**src/rtl/cmd_stat_pkg.sv**
```systemverilog
package cmd_stat_pkg;
  localparam int unsigned DATA_W  = 32;
  localparam int unsigned CMD_N   = 4;
  localparam int unsigned OVR_W   = 2;
  localparam int unsigned OVR_LSB = 16;
  localparam int unsigned OVR_MSB = OVR_LSB + OVR_W - 1;

  // Command bit positions; the driver decodes these positions.
  localparam int unsigned BIT_RST_REQ = 0;
  localparam int unsigned BIT_CTL_FIL = 1;
  localparam int unsigned BIT_BLK_FIL = 2;
  localparam int unsigned BIT_OWN_CHG = 3;
endpackage

```
**src/rtl/cmd_bit_cell.sv**
```systemverilog
module cmd_bit_cell (
  input  logic clk,
  input  logic rst_n,
  input  logic set_i,
  input  logic clr_i,
  output logic q_o
);
  logic q_nxt;

  // A set beats a clear in the same cycle.
  always_comb begin
    q_nxt = q_o;
    if (clr_i) q_nxt = 1'b0;
    if (set_i) q_nxt = 1'b1;
  end

  always_ff @(posedge clk or negedge rst_n) begin
    if (!rst_n) q_o <= 1'b0;
    else        q_o <= q_nxt;
  end
endmodule

```
**src/rtl/ovr_counter.sv**
```systemverilog
module ovr_counter #(
  parameter int unsigned W = 2
) (
  input  logic         clk,
  input  logic         rst_n,
  input  logic         evt_i,
  output logic [W-1:0] cnt_o,
  output logic         pulse_o
);
  logic [W-1:0] cnt_nxt;
  logic         cnt_en;

  assign cnt_en  = evt_i;
  assign cnt_nxt = cnt_o + W'(1);   // natural wrap at the top value

  always_ff @(posedge clk or negedge rst_n) begin
    if (!rst_n)      cnt_o <= '0;
    else if (cnt_en) cnt_o <= cnt_nxt;
  end

  // The pulse is registered so it appears together with the new count.
  always_ff @(posedge clk or negedge rst_n) begin
    if (!rst_n) pulse_o <= 1'b0;
    else        pulse_o <= evt_i;
  end
endmodule

```
**src/rtl/cmd_stat_reg.sv**
```systemverilog
module cmd_stat_reg
  import cmd_stat_pkg::*;
(
  input  logic              clk,
  input  logic              rst_n,
  input  logic              wr_en,
  input  logic [DATA_W-1:0] wr_data,
  output logic [DATA_W-1:0] rd_data,
  input  logic [CMD_N-1:0]  hw_clr,
  input  logic              ovr_evt,
  output logic              ovr_irq_set
);
  logic [CMD_N-1:0] cmd_q;
  logic [CMD_N-1:0] cmd_set;
  logic [OVR_W-1:0] ovr_cnt;

  assign cmd_set = {CMD_N{wr_en}} & wr_data[CMD_N-1:0];

  for (genvar g = 0; g < CMD_N; g++) begin : g_cmd
    cmd_bit_cell u_cell (
      .clk   (clk),
      .rst_n (rst_n),
      .set_i (cmd_set[g]),
      .clr_i (hw_clr[g]),
      .q_o   (cmd_q[g])
    );
  end

  ovr_counter #(.W(OVR_W)) u_ovr (
    .clk     (clk),
    .rst_n   (rst_n),
    .evt_i   (ovr_evt),
    .cnt_o   (ovr_cnt),
    .pulse_o (ovr_irq_set)
  );

  // Read word: reserved positions are tied to 0.
  always_comb begin
    rd_data                  = '0;
    rd_data[CMD_N-1:0]       = cmd_q;
    rd_data[OVR_MSB:OVR_LSB] = ovr_cnt;
  end
endmodule

```
**config.mk**
```make
export PLATFORM = sky130hd
export DESIGN_NAME = cmd_stat_reg
export DESIGN_NICKNAME = d
export VERILOG_FILES = /design/src/rtl/cmd_stat_pkg.sv /design/src/rtl/cmd_bit_cell.sv /design/src/rtl/ovr_counter.sv /design/src/rtl/cmd_stat_reg.sv
export SDC_FILE = /design/constraint.sdc
export NUM_CORES = 1
export LEC_CHECK = 0
export ABC_CLOCK_PERIOD_IN_PS = 800
export BUFFER_PORTS_ARGS = -buffer_cell sky130_fd_sc_hd__buf_2
export CAP_MARGIN = 20
export CORE_ASPECT_RATIO = 1.4
export CORE_MARGIN = 3
export CORE_UTILIZATION = 25
export CTS_BUF_LIST = sky130_fd_sc_hd__clkbuf_16
export DETAILED_ROUTE_END_ITERATION = 7
export GPL_TIMING_DRIVEN = 0
export PLACE_DENSITY = 0.71
export SLEW_MARGIN = 20
export SYNTH_ARGS = -nofsm -noshare
export SYNTH_HDL_FRONTEND = slang
export SYNTH_HIERARCHICAL = 1
export SYNTH_SLANG_ARGS = --single-unit
```
**constraint.sdc**
```tcl
create_clock -name clk -period 0.8 [get_ports clk]
set_clock_uncertainty 0.05 [all_clocks]
set_input_delay 0.16 -clock clk [delete_from_list [all_inputs] [get_ports clk]]
set_output_delay 0.16 -clock clk [all_outputs]
set_load 0.05 [all_outputs]
```
# After elaboration in Yosys (flattened, before gate mapping)

Index checks and enable logic that the tools add are counted.
Widths: inputs -> output; s select.

Register bits: 7
Input port bits: 40
Logic and storage cells: 20

$add $sub $neg: 1
Mux-type cells: 8
Bitwise logic cells: 1
Reduce and logical (&&, ||, !) cells: 4

Operator list:

| cell                | count |
|---|---|
| $mux 1              | 8 |
| $reduce_bool 2->1   | 4 |
| $and 4x4->4         | 1 |
| $add 2x1->2 const B | 1 |

# Longest topological paths before layout

Word-level depth: 2
Depth in mapped cells: 2
Depth with buffers taken out: 2

# By module

Netlist, hierarchy kept.

By module, submodules not included:

| module       | instances | cells each | area an instance (sq um) |
|---|---|---|---|
| cmd_stat_reg | 1         | 31         | 224.0 |
| cmd_bit_cell | 4         | 3          | 36.3 |
| ovr_counter  | 1         | 6          | 96.3 |

# Worst setup path after synthesis

No wires, ideal clock.

Path type: reg2reg
From: reg u_ovr.cnt_o[0]
To: reg u_ovr.cnt_o[1]
Library setup time: 140 ps
Arrival time: 889 ps
Required time: 610 ps
Slack: -279 ps
Stages on the path, launching flop included: 3
Buffers on the path: 0
Clock period less this slack: 1,079 ps
Cell sequence: dfrtp_1 -> nand2_1 -> xnor2_1

Cells in the longest elaborated chain, start to end: 1

RTL lines:

| what                   | RTL line          | text |
|---|---|---|
| start, declared        | ovr_counter.sv:7  | `output logic [W-1:0] cnt_o,` |
| start signal, assigned | ovr_counter.sv:18 | `else if (cnt_en) cnt_o <= cnt_nxt;` |
| $add 2x1->2            | ovr_counter.sv:14 | `assign cnt_nxt = cnt_o + W'(1);` |

No other way between the ends.
A chain may end at the register's enable or synchronous reset.

# Worst setup path in the final report

From: reg u_ovr.cnt_o[0]
To: out rd_data[16]

RTL lines:

| what          | RTL line          | text |
|---|---|---|
| end, declared | cmd_stat_reg.sv:8 | `output logic [DATA_W-1:0] rd_data,` |

No word-level cell between the ends.

==> summary.txt <==
Floorplanning
  • I/O pin total: 73
  • Core region area: 0.00166 mm^2
  • Area of the die: 0.00242 mm^2
  • Initial cell density of the core: 28.1%
  • Die extent in x: 42.5 um
  • Floorplan row count: 17
  • Y dimension of the die: 57.1 um

GRT
  • Largest net degree at the start of global routing: 8
  • Global-route wire length before repair: 1480 um
  • Via count of the first global-routing pass: 332
  • Initial antenna violation count: 0
  • GRT Total Usage: 8.05%
  • Overall overflow remaining after global route: 0

Yosys
  • Synthesized cell area: 465 um^2
  • Fraction of the yosys area taken by sequential cells: 37.6%
  • Number of synthesized flops with an enable pin: 0
  • Share of flip-flops with an asynchronous set or reset: 100%
  • Flop and latch count out of synthesis: 7
  • Distinct cells, synth: 9
  • Cell with the most instances after synthesis: sky130_fd_sc_hd__buf_4
  • Area share of the largest cell type after synthesis: 41.9%
  • Post-Synthesis Cells: 49
  • Ys flop type: sky130_fd_sc_hd__dfrtp_1
  • Largest cells by area after synthesis: sky130_fd_sc_hd__buf_4 (42%), sky130_fd_sc_hd__dfrtp_1 (38%), sky130_fd_sc_hd__a21o_1 (6.5%)
  • Cell type with the largest total area after synthesis: sky130_fd_sc_hd__buf_4
  • Synthesis warning total: 6
  • Mean post-synth cell area: 9.50 um^2
  • Most instantiated cells after synthesis: sky130_fd_sc_hd__buf_4 (26), sky130_fd_sc_hd__dfrtp_1 (7), sky130_fd_sc_hd__a21o_1 (4), sky130_fd_sc_hd__and2_1 (4), sky130_fd_sc_hd__inv_1 (4)

Cells and area
  • Number of antenna cells inserted: 0
  • Net total in the final layout: 143
  • Final cell count without fillers: 121
  • Fraction of final layout cells sized beyond drive strength 1: 58.8%
  • Area occupied by multi-input gates: 189 um^2
  • Growth of design area from synthesis to finish: 91.7%
  • Number of fillers in the final layout: 157
  • Total area of sequential cells: 183 um^2

Route
  • Vias per Instance: 3.07
  • Detailed Route WL: 930 um
  • DRT antenna net count: 0
  • DRC errors left: 0
  • Routed wire per std cell: 7.69 um
  • Count of TritonRoute iterations in the first routing pass: 3
  • Starting DRT DRC Count: 3
  • Vias post-DR: 371

Timing
  • Final setup fails: 11
  • Highest clock rate: 989 MHz
  • Max-slew violation count: 0
  • Fin crit share: 126%
  • Final-report hold violation count: 0
  • Crit path time final: 1.01 ns
  • PnR worst setup slack: -0.211 ns
  • RSZ-0062 raised after global routing: yes

Placement
  • Number of port buffers: 18
  • Placed cells: 111
  • Final Wtd Congestion: 0.605
  • Half-perimeter wire length of the detailed placement result: 707 um
  • Setup slack after placement: -0.0274 ns

Clock network
  • Number of levels in the clock H-tree: 1
  • Clock-pin slew on the worst setup and hold paths: 0.04 ns
  • Longest Clk Path Bufs: 2
  • Clock latency on the worst-skew pair: 0.23 ns
  • Sinks on Clock Net: 7
  • TritonCTS buffer count: 3
  • Root buffer cell: sky130_fd_sc_hd__clkbuf_16
  • TritonCTS clock tree: yes

Setup path
  • Largest stage delay on the critical path: 0.41 ns
  • Crit Path Class: register to output port
  • Cell chain of the critical path: buf_8
  • Critical path arrival: 0.80 ns
  • Slowest-stage cell, CP: sky130_fd_sc_hd__dfrtp_2
  • Data required time of the worst path: 0.59 ns
  • Critical path's top delay family: flip-flops
  • Critical Path Fanout Max: 2
  • Capturing element type of the critical path: output port
  • Startpoint type of the worst setup path: register
  • Buffers & Inverters on Critical Path: 1

Power and ir drop
  • Worst-case vdd ir drop: 1.86 mV
  • Power density cells: 2870 mW/mm^2
  • Total power of the final layout: 0.00256 W
  • Leak Pwr: 0.552 nW

Outcome
  • Result of the run: finished with violations
  • Violations in the final reports: setup timing

Min path
  • Type of the tightest min-delay check: input port to register

Run
  • Max-cap violation count: 0
power breakdown:
part	switching (W)	total [W]	internal (W)
clock	0.000187	0.000836	0.000650
combinational	0.000701	0.00121	0.000506
sequential	0.0000713	0.000516	0.000445
total	0.000958	0.00256	0.00160
layout make-up:
class | count | area share (%)
Buffer | 26 | 21.9
Clock buffer | 3 | 8.42
Clock inverter | 1 | 0.421
Inverter | 4 | 1.68
Multi-Input combinational cell | 37 | 21.2
Sequential cell | 7 | 20.5
Tap cell | 19 | 2.66
Timing Repair Buffer | 24 | 23.3
worst paths after layout:
check / startpoint / to / slack, ns / cells past startpoint
worst max register to register: u_ovr/cnt_o[0] / u_ovr/cnt_o[0] / -0.17 / 3
worst min register to register: g_cmd[3].u_cell/q_o / g_cmd[3].u_cell/q_o / 0.44 / 1
worst min-delay path: ovr_evt / u_ovr/pulse_o / 0.06 / 1
worst max-delay path: u_ovr/cnt_o[0] / rd_data[16] / -0.21 / 1
max in group asynchronous: rst_n / u_ovr/cnt_o[1] / 0.29 / 2
min in group asynchronous: rst_n / g_cmd[3].u_cell/q_o / 0.24 / 2
cell usage in the layout (no fill, tap or decap):
master	instances
sky130_fd_sc_hd__clkbuf_16	3
sky130_fd_sc_hd__xnor2_2	1
sky130_fd_sc_hd__xor2_1	1
sky130_fd_sc_hd__dfrtp_2	6
sky130_fd_sc_hd__inv_1	5
sky130_fd_sc_hd__conb_1	26
sky130_fd_sc_hd__a21o_1	4
sky130_fd_sc_hd__buf_8	4
sky130_fd_sc_hd__buf_2	11
sky130_fd_sc_hd__nand2_4	1
sky130_fd_sc_hd__buf_4	28
sky130_fd_sc_hd__and2_1	4
sky130_fd_sc_hd__dfrtp_1	1
sky130_fd_sc_hd__buf_6	6
sky130_fd_sc_hd__dlygate4sd3_1	1
kinds of logic after synthesis:
kind of cell	synth area share (%)
other	0.806
AO/OA/AOI/OAI	6.45
flip-flops	37.6
buffers and inverters	45.2
AND/OR/NAND/NOR	6.18
XOR/XNOR	3.76
repair_timing:
item                                    CTS  global route
endpoints found under the setup margin    7             9
buffers inserted                          2             3
hold buffers                              1             0
resized for setup                        17             7
endpoints found under the hold margin     7             0
cloned                                    0             0
sequential cells by signal, indices dropped and copies added (netlist names):
signal,count
g_cmd.u_cell/q_o,4
u_ovr/cnt_o,2
u_ovr/pulse_o,1
metal layers:
metal	part of all wire (%)	routed length [um]	vias to the layer above	GRT usage (%)
li1	-	-	200	-
met1	37	341	139	8.85
met2	48	451	32	12.0
met3	15	137	0	4.10
met4	0	0	0	5.33
met5	0	0	-	0
stage by stage:
stage	hold slack [ns]	TNS (ns)	util (%)	instance area, um^2
after CTS	0.0343	-1.50	50.5	838
after global placement	-0.0504	-0.0331	41.0	681
after detailed placement	-0.0503	-0.0368	41.0	681
final	0.0603	-1.77	53.8	892
after floorplan	-0.186	-0.350	-	567
after global routing	0.0572	-1.94	53.8	892
No activity file was read; power rests on OpenSTA's default activity.
